==> src/rtl/sram_wr_pkg.sv <==
package sram_wr_pkg;

   typedef enum logic [2:0] {
      ST_IDLE,
      ST_SETUP,
      ST_STROBE,
      ST_END,
      ST_HOLD,
      ST_RECOVER
   } wr_state_e;

   typedef enum int {
      LIM_CYCLE,
      LIM_CS_END,
      LIM_ADDR_END,
      LIM_WE_PULSE,
      LIM_DATA_END,
      LIM_ADDR_HOLD
   } wr_limit_e;

   // Minimum interval in picoseconds for a grade (0 = 45 ns part, 1 = 70 ns part).
   function automatic int limit_ps(input int grade, input wr_limit_e which);
      int v;
      case (which)
         LIM_CYCLE:     v = (grade == 0) ? 45000 : 70000;
         LIM_CS_END:    v = (grade == 0) ? 35000 : 60000;
         LIM_ADDR_END:  v = (grade == 0) ? 25000 : 60000;
         LIM_WE_PULSE:  v = (grade == 0) ? 25000 : 55000;
         LIM_DATA_END:  v = (grade == 0) ? 20000 : 30000;
         LIM_ADDR_HOLD: v = 1000;
         default:       v = 0;
      endcase
      return v;
   endfunction

   // Round up to whole cycles; any positive limit yields at least one.
   function automatic int ps_to_cyc(input int lim, input int period);
      if (lim <= 0) return 0;
      return (lim + period - 1) / period;
   endfunction

   function automatic int max2(input int a, input int b);
      return (a > b) ? a : b;
   endfunction

endpackage

==> src/rtl/sram_wr_fsm.sv <==
module sram_wr_fsm
   import sram_wr_pkg::*;
#(
   parameter int STROBE_C = 1,
   parameter int HOLD_C   = 1,
   parameter int REC_C    = 0
) (
   input  logic      clk,
   input  logic      rst_n,
   input  logic      start,
   output wr_state_e state_d,
   output logic      idle
);

   localparam int MAX_C = max2(max2(STROBE_C, HOLD_C), max2(REC_C, 1));
   localparam int CNT_W = $clog2(MAX_C + 1);

   wr_state_e        state_q;
   wr_state_e        after_hold;
   logic [CNT_W-1:0] cnt_q, cnt_d;

   generate
      if (REC_C > 0) begin : g_rec
         assign after_hold = ST_RECOVER;
      end else begin : g_norec
         assign after_hold = ST_IDLE;
      end
   endgenerate

   always_comb begin
      state_d = state_q;
      cnt_d   = (cnt_q != '0) ? cnt_q - 1'b1 : cnt_q;
      case (state_q)
         ST_IDLE: begin
            if (start) begin
               state_d = ST_SETUP;
               cnt_d   = '0;
            end
         end
         ST_SETUP: begin
            if (cnt_q == '0) begin
               state_d = ST_STROBE;
               cnt_d   = CNT_W'(STROBE_C - 1);
            end
         end
         ST_STROBE: begin
            if (cnt_q == '0) begin
               state_d = ST_END;
               cnt_d   = '0;
            end
         end
         ST_END: begin
            state_d = ST_HOLD;
            cnt_d   = CNT_W'(HOLD_C - 1);
         end
         ST_HOLD: begin
            if (cnt_q == '0) begin
               state_d = after_hold;
               cnt_d   = (REC_C > 0) ? CNT_W'(REC_C - 1) : '0;
            end
         end
         ST_RECOVER: begin
            if (cnt_q == '0) state_d = ST_IDLE;
         end
         default: begin
            state_d = ST_IDLE;
            cnt_d   = '0;
         end
      endcase
   end

   always_ff @(posedge clk or negedge rst_n) begin
      if (!rst_n) begin
         state_q <= ST_IDLE;
         cnt_q   <= '0;
      end else begin
         state_q <= state_d;
         cnt_q   <= cnt_d;
      end
   end

   assign idle = (state_q == ST_IDLE);

endmodule

==> src/rtl/sram_wr_pins.sv <==
module sram_wr_pins
   import sram_wr_pkg::*;
#(
   parameter int ADDR_W = 15,
   parameter int DATA_W = 8
) (
   input  logic              clk,
   input  logic              rst_n,
   input  logic              load,
   input  logic [ADDR_W-1:0] addr_in,
   input  logic [DATA_W-1:0] data_in,
   input  wr_state_e         state_d,
   output logic              cs_n,
   output logic              we_n,
   output logic              oe_n,
   output logic [ADDR_W-1:0] addr,
   output logic [DATA_W-1:0] dout,
   output logic              dout_en
);

   logic cs_n_d, we_n_d, en_d;

   always_comb begin
      cs_n_d = !(state_d inside {ST_STROBE, ST_END});
      we_n_d = (state_d != ST_STROBE);
      en_d   = state_d inside {ST_SETUP, ST_STROBE, ST_END, ST_HOLD};
   end

   always_ff @(posedge clk or negedge rst_n) begin
      if (!rst_n) begin
         cs_n    <= 1'b1;
         we_n    <= 1'b1;
         oe_n    <= 1'b1;
         dout_en <= 1'b0;
         addr    <= '0;
         dout    <= '0;
      end else begin
         cs_n    <= cs_n_d;
         we_n    <= we_n_d;
         oe_n    <= 1'b1;
         dout_en <= en_d;
         if (load) begin
            addr <= addr_in;
            dout <= data_in;
         end
      end
   end

endmodule

==> src/rtl/sram_wr_seq.sv <==
module sram_wr_seq
   import sram_wr_pkg::*;
#(
   parameter int SPEED_GRADE   = 0,
   parameter int CLK_PERIOD_PS = 10000,
   parameter int ADDR_W        = 15,
   parameter int DATA_W        = 8
) (
   input  logic              clk,
   input  logic              rst_n,
   input  logic              wr_req,
   input  logic [ADDR_W-1:0] wr_addr,
   input  logic [DATA_W-1:0] wr_data,
   output logic              wr_ready,
   output logic              mem_cs_n,
   output logic              mem_we_n,
   output logic              mem_oe_n,
   output logic [ADDR_W-1:0] mem_addr,
   output logic [DATA_W-1:0] mem_dout,
   output logic              mem_dout_en
);

   localparam int WC_C  = ps_to_cyc(limit_ps(SPEED_GRADE, LIM_CYCLE),     CLK_PERIOD_PS);
   localparam int SCS_C = ps_to_cyc(limit_ps(SPEED_GRADE, LIM_CS_END),    CLK_PERIOD_PS);
   localparam int AW_C  = ps_to_cyc(limit_ps(SPEED_GRADE, LIM_ADDR_END),  CLK_PERIOD_PS);
   localparam int PWE_C = ps_to_cyc(limit_ps(SPEED_GRADE, LIM_WE_PULSE),  CLK_PERIOD_PS);
   localparam int SD_C  = ps_to_cyc(limit_ps(SPEED_GRADE, LIM_DATA_END),  CLK_PERIOD_PS);
   localparam int HA_C  = ps_to_cyc(limit_ps(SPEED_GRADE, LIM_ADDR_HOLD), CLK_PERIOD_PS);

   localparam int STROBE_C = max2(max2(SCS_C, AW_C), max2(PWE_C, max2(SD_C, 1)));
   localparam int HOLD_C   = max2(HA_C, 1);
   localparam int PATH_C   = 2 + STROBE_C + HOLD_C;
   localparam int REC_C    = (WC_C > PATH_C) ? WC_C - PATH_C : 0;

   generate
      if (SPEED_GRADE != 0 && SPEED_GRADE != 1) begin : g_bad_grade
         $error("SPEED_GRADE must be 0 or 1");
      end
      if (CLK_PERIOD_PS < 1) begin : g_bad_period
         $error("CLK_PERIOD_PS must be positive");
      end
      if (ADDR_W < 1 || DATA_W < 1) begin : g_bad_width
         $error("ADDR_W and DATA_W must be positive");
      end
   endgenerate

   wr_state_e state_d;
   logic      idle;
   logic      start;

   assign start    = wr_req && idle;
   assign wr_ready = idle;

   sram_wr_fsm #(
      .STROBE_C (STROBE_C),
      .HOLD_C   (HOLD_C),
      .REC_C    (REC_C)
   ) u_fsm (
      .clk     (clk),
      .rst_n   (rst_n),
      .start   (start),
      .state_d (state_d),
      .idle    (idle)
   );

   sram_wr_pins #(
      .ADDR_W (ADDR_W),
      .DATA_W (DATA_W)
   ) u_pins (
      .clk     (clk),
      .rst_n   (rst_n),
      .load    (start),
      .addr_in (wr_addr),
      .data_in (wr_data),
      .state_d (state_d),
      .cs_n    (mem_cs_n),
      .we_n    (mem_we_n),
      .oe_n    (mem_oe_n),
      .addr    (mem_addr),
      .dout    (mem_dout),
      .dout_en (mem_dout_en)
   );

endmodule

==> config.mk <==
export PLATFORM = sky130hd
export DESIGN_NAME = sram_wr_seq
export DESIGN_NICKNAME = d
export VERILOG_FILES = /design/src/rtl/sram_wr_pkg.sv /design/src/rtl/sram_wr_fsm.sv /design/src/rtl/sram_wr_pins.sv /design/src/rtl/sram_wr_seq.sv
export SDC_FILE = /design/constraint.sdc
export NUM_CORES = 1
export LEC_CHECK = 0
export ABC_AREA = 1
export CAP_MARGIN = 10
export CORE_MARGIN = 2
export CORE_UTILIZATION = 47
export CTS_CLUSTER_DIAMETER = 50
export DETAILED_ROUTE_END_ITERATION = 10
export PLACE_DENSITY = 0.84
export SYNTH_ARGS = -nofsm -noshare
export SYNTH_HDL_FRONTEND = slang
export SYNTH_SLANG_ARGS = --single-unit
==> constraint.sdc <==
create_clock -name clk -period 2 [get_ports clk]
set_input_delay 0.6 -clock clk [delete_from_list [all_inputs] [get_ports clk]]
set_output_delay 0.6 -clock clk [all_outputs]
set_load 0.02 [all_outputs]
---- Word level (Yosys, flattened, before mapping) ----
Cells that the tools add are included.
operators by class
  add/subtract/negate cells ............... 1
  multipliers ............................. 0
  divide/modulo/power cells ............... 0
  order comparisons ....................... 0
  eq/ne operators ......................... 10
  shift operators ......................... 0
  mux-type cells .......................... 10
  bitwise gates (word level) .............. 0
  reductions and logical operators ........ 9
operator list
  kind                   number
  $mux W3                8
  $pmux W3 S5            1
  $eq A3 B2 Y1 const B   4
  $pmux W3 S4            1
  $eq A3 B3 Y1 const B   3
  $eq A3 B1 Y1 const B   2
  $logic_not A3 Y1       2
  $reduce_bool A4 Y1     1
  $reduce_or A2 Y1       2
  $ne A3 B2 Y1 const B   1
  $reduce_bool A3 Y1     1
  $sub A3 B1 Y3 const B  1
  $reduce_bool A2 Y1     1
  $logic_and A1 B1 Y1    1
  $logic_not A1 Y1       1
storage, ports and cells
  flip-flop bits (word level) ............. 32
  bits in latches ......................... 0
  RAM bits ................................ 0
  bits in read-only memories .............. 0
  bits of input ports ..................... 26
  output and inout port bits .............. 28
  word-level logic and storage cells ...... 37
  memories kept ........................... 0

---- Longest topological paths before layout ----
  depth in word-level cells ............... 7
  depth in mapped cells ................... 9
  gate-level depth less buffers ........... 9

---- Hierarchy ----
Synthesis repeated with hierarchy kept, for this count alone.
second synthesis, totals
  cell total of the unflattened synthesis .. 166
  area, all modules ....................... 1564.0 µm²
by module, submodules not included
  module        times used  cells an instance  area each (µm²)  seq. area each (µm²)
  sram_wr_pins  1           109                1149.9           653.1
  sram_wr_fsm   1           55                 406.6            150.1
  sram_wr_seq   1           2                  7.5              0.0

---- Least setup slack after synthesis ----
No wires, ideal clock.
  kind .................................... reg-to-output
  start point ............................. register u_fsm.state_q[2]
  end point ............................... output port wr_ready
  arrival time ............................ 0.832 ns
  required time ........................... 1.400 ns
  setup slack ............................. 0.568 ns
  cell stages (with the launch flop) ...... 4
  path buffers ............................ 0
  path through ............................ dfrtp_1 nor2_4 nand2_1 inv_1
between the ends
  longest elaborated chain between the ends .. 1
RTL lines
  element                 line               RTL
  start, declared         sram_wr_fsm.sv:18  wr_state_e state_q;
  start signal, assigned  sram_wr_fsm.sv:77  state_q <= state_d;
  $logic_not A3 Y1        sram_wr_fsm.sv:82  assign idle = (state_q == ST_IDLE);
  end, declared           sram_wr_seq.sv:14  output logic wr_ready,
Every way passes these cells.

---- Worst setup path in the final report ----
  start point ............................. register u_pins.addr[12]
  end point ............................... output port mem_addr[12]
RTL lines
  element                 line                RTL
  start, declared         sram_wr_pins.sv:16  output logic [ADDR_W-1:0] addr,
  start signal, assigned  sram_wr_pins.sv:43  addr <= addr_in;
  end, declared           sram_wr_seq.sv:18   output logic [ADDR_W-1:0] mem_addr,
No word-level cell between the ends.

==> results.toml <==
[sta]
min_period_ns = 1.907
setup_violations = 0
maxSlewViolCount = 0
fin_crit_sh = 0.9535
fin_tns_setup_ns = 0
fin_ws_ns = 0.09295
finalHoldViolCount = 0
fmax_mhz = 524.4
rsz0062_at_grt = "false"
fin_skew_ns = 0.007231

[logic_synthesis]
yosys_register_bits = 32
yosysWarningCount = 0
ys_seq_area_frac = 0.5459
ys_types = 19
syn-num-nets = 149
synth_edf_count = 0
synth_most_common_cell = "dfrtp_1"
yosysTopAreaCell = "dfrtp_1"
synth_cells = 119
syn_area_per_cell_sq_um = 12.36
synthTopCellsByArea = "dfrtp_1 (51%), mux2_4 (19%), nand2_1 (5.1%)"
synth_top_area_share = 0.5102
syn_area_sq_um = 1471
synthArstFlopShare = 1.000
yosys-top-cells-count = "dfrtp_1 (30), nand2_1 (20), mux2_4 (19)"
synthFlopType = "dfrtp_1"

[die]
initial_utilization = 0.4900
die_h_um = 59.95
fp.dieArea_sq_um = 3594
design.core.area_sq_um = 3003
die_w_um = 59.95
placementRows = 20
io_pins = 54

[worst_setup_path]
critical_path.top_delay_family = "buffers and inverters"
cp_slowest_cell = "clkdlybuf4s50_1"
max_stage_delay_ns = 0.61
cp-end-kind = "output port"
reg2reg_depth = 9
crit_required_ns = 1.40
worstSetupPathType = "reg2out"
path_cells = "clkdlybuf4s50_1"
worst-path-stages = 1
r2r_setup_slack_ns = 0.38
crit_fanout = 2
worstSetupStartpointType = "flip-flop"
path_buf_inv = 1
worstPathArrival_ns = 1.31

[pwr]
powerDensity_nw_per_um2 = 1710
p_leak_nw = 1.043
peakVddDrop_mv = 0.8828

[placement]
port_buffers = 52
post-place-cells = 206
post-place-ws_ns = 0.07800
place.gp.congestion = 0.8049
hpwl_mm = 2.346

[drt]
via_per_inst = 5.140
drt_pre_antenna_iters = 4
ant_nets = 0
drt_wl_total_mm = 3.099
drt-wirelength-per-cell_um = 14.48
drt_drc_violations_left = 0
drt-initial-drc-count = 23
via_count = 1100

[global_routing]
grt_usage = 0.1965
grt_pass1_wl_mm = 5.030
grt_max_degree = 33
antenna_found_initial = 0
grt.overflow.total = 0
grt_pass1_vias = 1145

[finish]
area_growth_pct = 44.22
finalNonFillerCells = 214
nets = 210
n_fill_cell = 224
drive_gt1_frac = 0.2376
antenna_cells = 0

[run]
cap_violations = 0

[cts]
cts_tree = "done"
numCtsBuffers = 5
cts_hold_buf = 0
cts_setup_buffers = 0
clock_sinks = 32
cts_root_buf = "clkbuf_4"
ctsHtreeMaxLevel = 2
cts.clk_slew.worst_paths_ns = 0.09
ctsResizeCount = 4
clock_path_buffers = 2
clk_latency_ns = 0.33

[hold_path]
hold_class = "reg2reg"
worstHoldPathCells = 1

[status]
outcome = "complete, no violations"
==> path summary, 6_finish.rpt <==
path	endpoint	start
min in group asynchronous	u_pins.addr[14]	rst_n
max in group asynchronous	u_pins.cs_n	rst_n
max	mem_addr[12]	u_pins.addr[12]
min	u_pins.addr[6]	u_pins.addr[6]
min reg2reg	u_pins.addr[6]	u_pins.addr[6]
max reg2reg	u_pins.dout_en	u_fsm.cnt_q[0]
==> per-layer routing <==
layer,part of all wire,GRT usage,wire (um)
met1,0.40,0.2257,1228
met2,0.47,0.3183,1472
met3,0.096,0.07359,297
met4,0.032,0.1016,100
met5,0,0,0
==> sequential cells by signal, indices dropped and copies added, names as in the netlist <==
register and count:
u_pins.addr 15, u_pins.dout 8, u_fsm.cnt_q 3, u_fsm.state_q 3, u_pins.cs_n 1, u_pins.dout_en 1, u_pins.we_n 1
==> cells in the final DEF, fill, tap and decap left out, types with 3 or more instances in the layout <==
master,Yosys,final
buf_4,1,3
clkbuf_4,0,5
clkdlybuf4s50_1,0,49
dfrtp_1,30,28
ha_1,4,4
inv_1,14,14
mux2_2,4,4
mux2_4,19,19
nand2_1,20,20
nand3_1,5,5
nor2_1,8,8
o21ai_0,3,3
==> per-stage QoR <==
| stage | instance area [sq um] | hold WS, ns | power, W | utilization |
|---|---|---|---|---|
| 2_1_floorplan | 1471 | 0.3044 | 0.002414 | - |
| 3_3_place_gp | 2066 | 0.4878 | 0.003202 | 0.6879 |
| 3_5_place_dp | 2066 | 0.4902 | 0.003282 | 0.6879 |
| 4_1_cts | 2125 | 0.5146 | 0.003661 | 0.7075 |
| 5_1_grt | 2122 | 0.5259 | 0.003856 | 0.7067 |
| 6_report | 2122 | 0.5158 | 0.003629 | 0.7067 |
==> report_power, final <==
part           internal, W  switching [W]  leakage, nW
Clock             0.000167       0.000203       0.0380
Sequential        0.000979       0.000185        0.376
Combinational      0.00110       0.000999        0.630
==> cell type report <==
| type | count | area (sq um) | area share |
|---|---|---|---|
| sequential | 32 | 805.8 | 0.3797 |
| multi-input combinational | 70 | 585.6 | 0.2759 |
| timing repair buffer | 57 | 575.6 | 0.2712 |
| inverter | 14 | 52.55 | 0.02476 |
| clock buffer | 6 | 51.30 | 0.02417 |
| tap | 33 | 41.29 | 0.01946 |
| clock inverter | 2 | 10.01 | 0.004717 |
==> cells by family after synthesis <==
family | after synthesis | synth area share
XOR/XNOR | 1 | 0.005953
AND/OR/NAND/NOR | 37 | 0.1156
buffers and inverters | 17 | 0.05612
adder cells (fa/ha/maj) | 4 | 0.03401
flip-flops | 32 | 0.5459
other | 1 | 0.002549
AO/OA/AOI/OAI | 4 | 0.01531
multiplexers | 23 | 0.2245
Power figures use the tool's default switching activity.
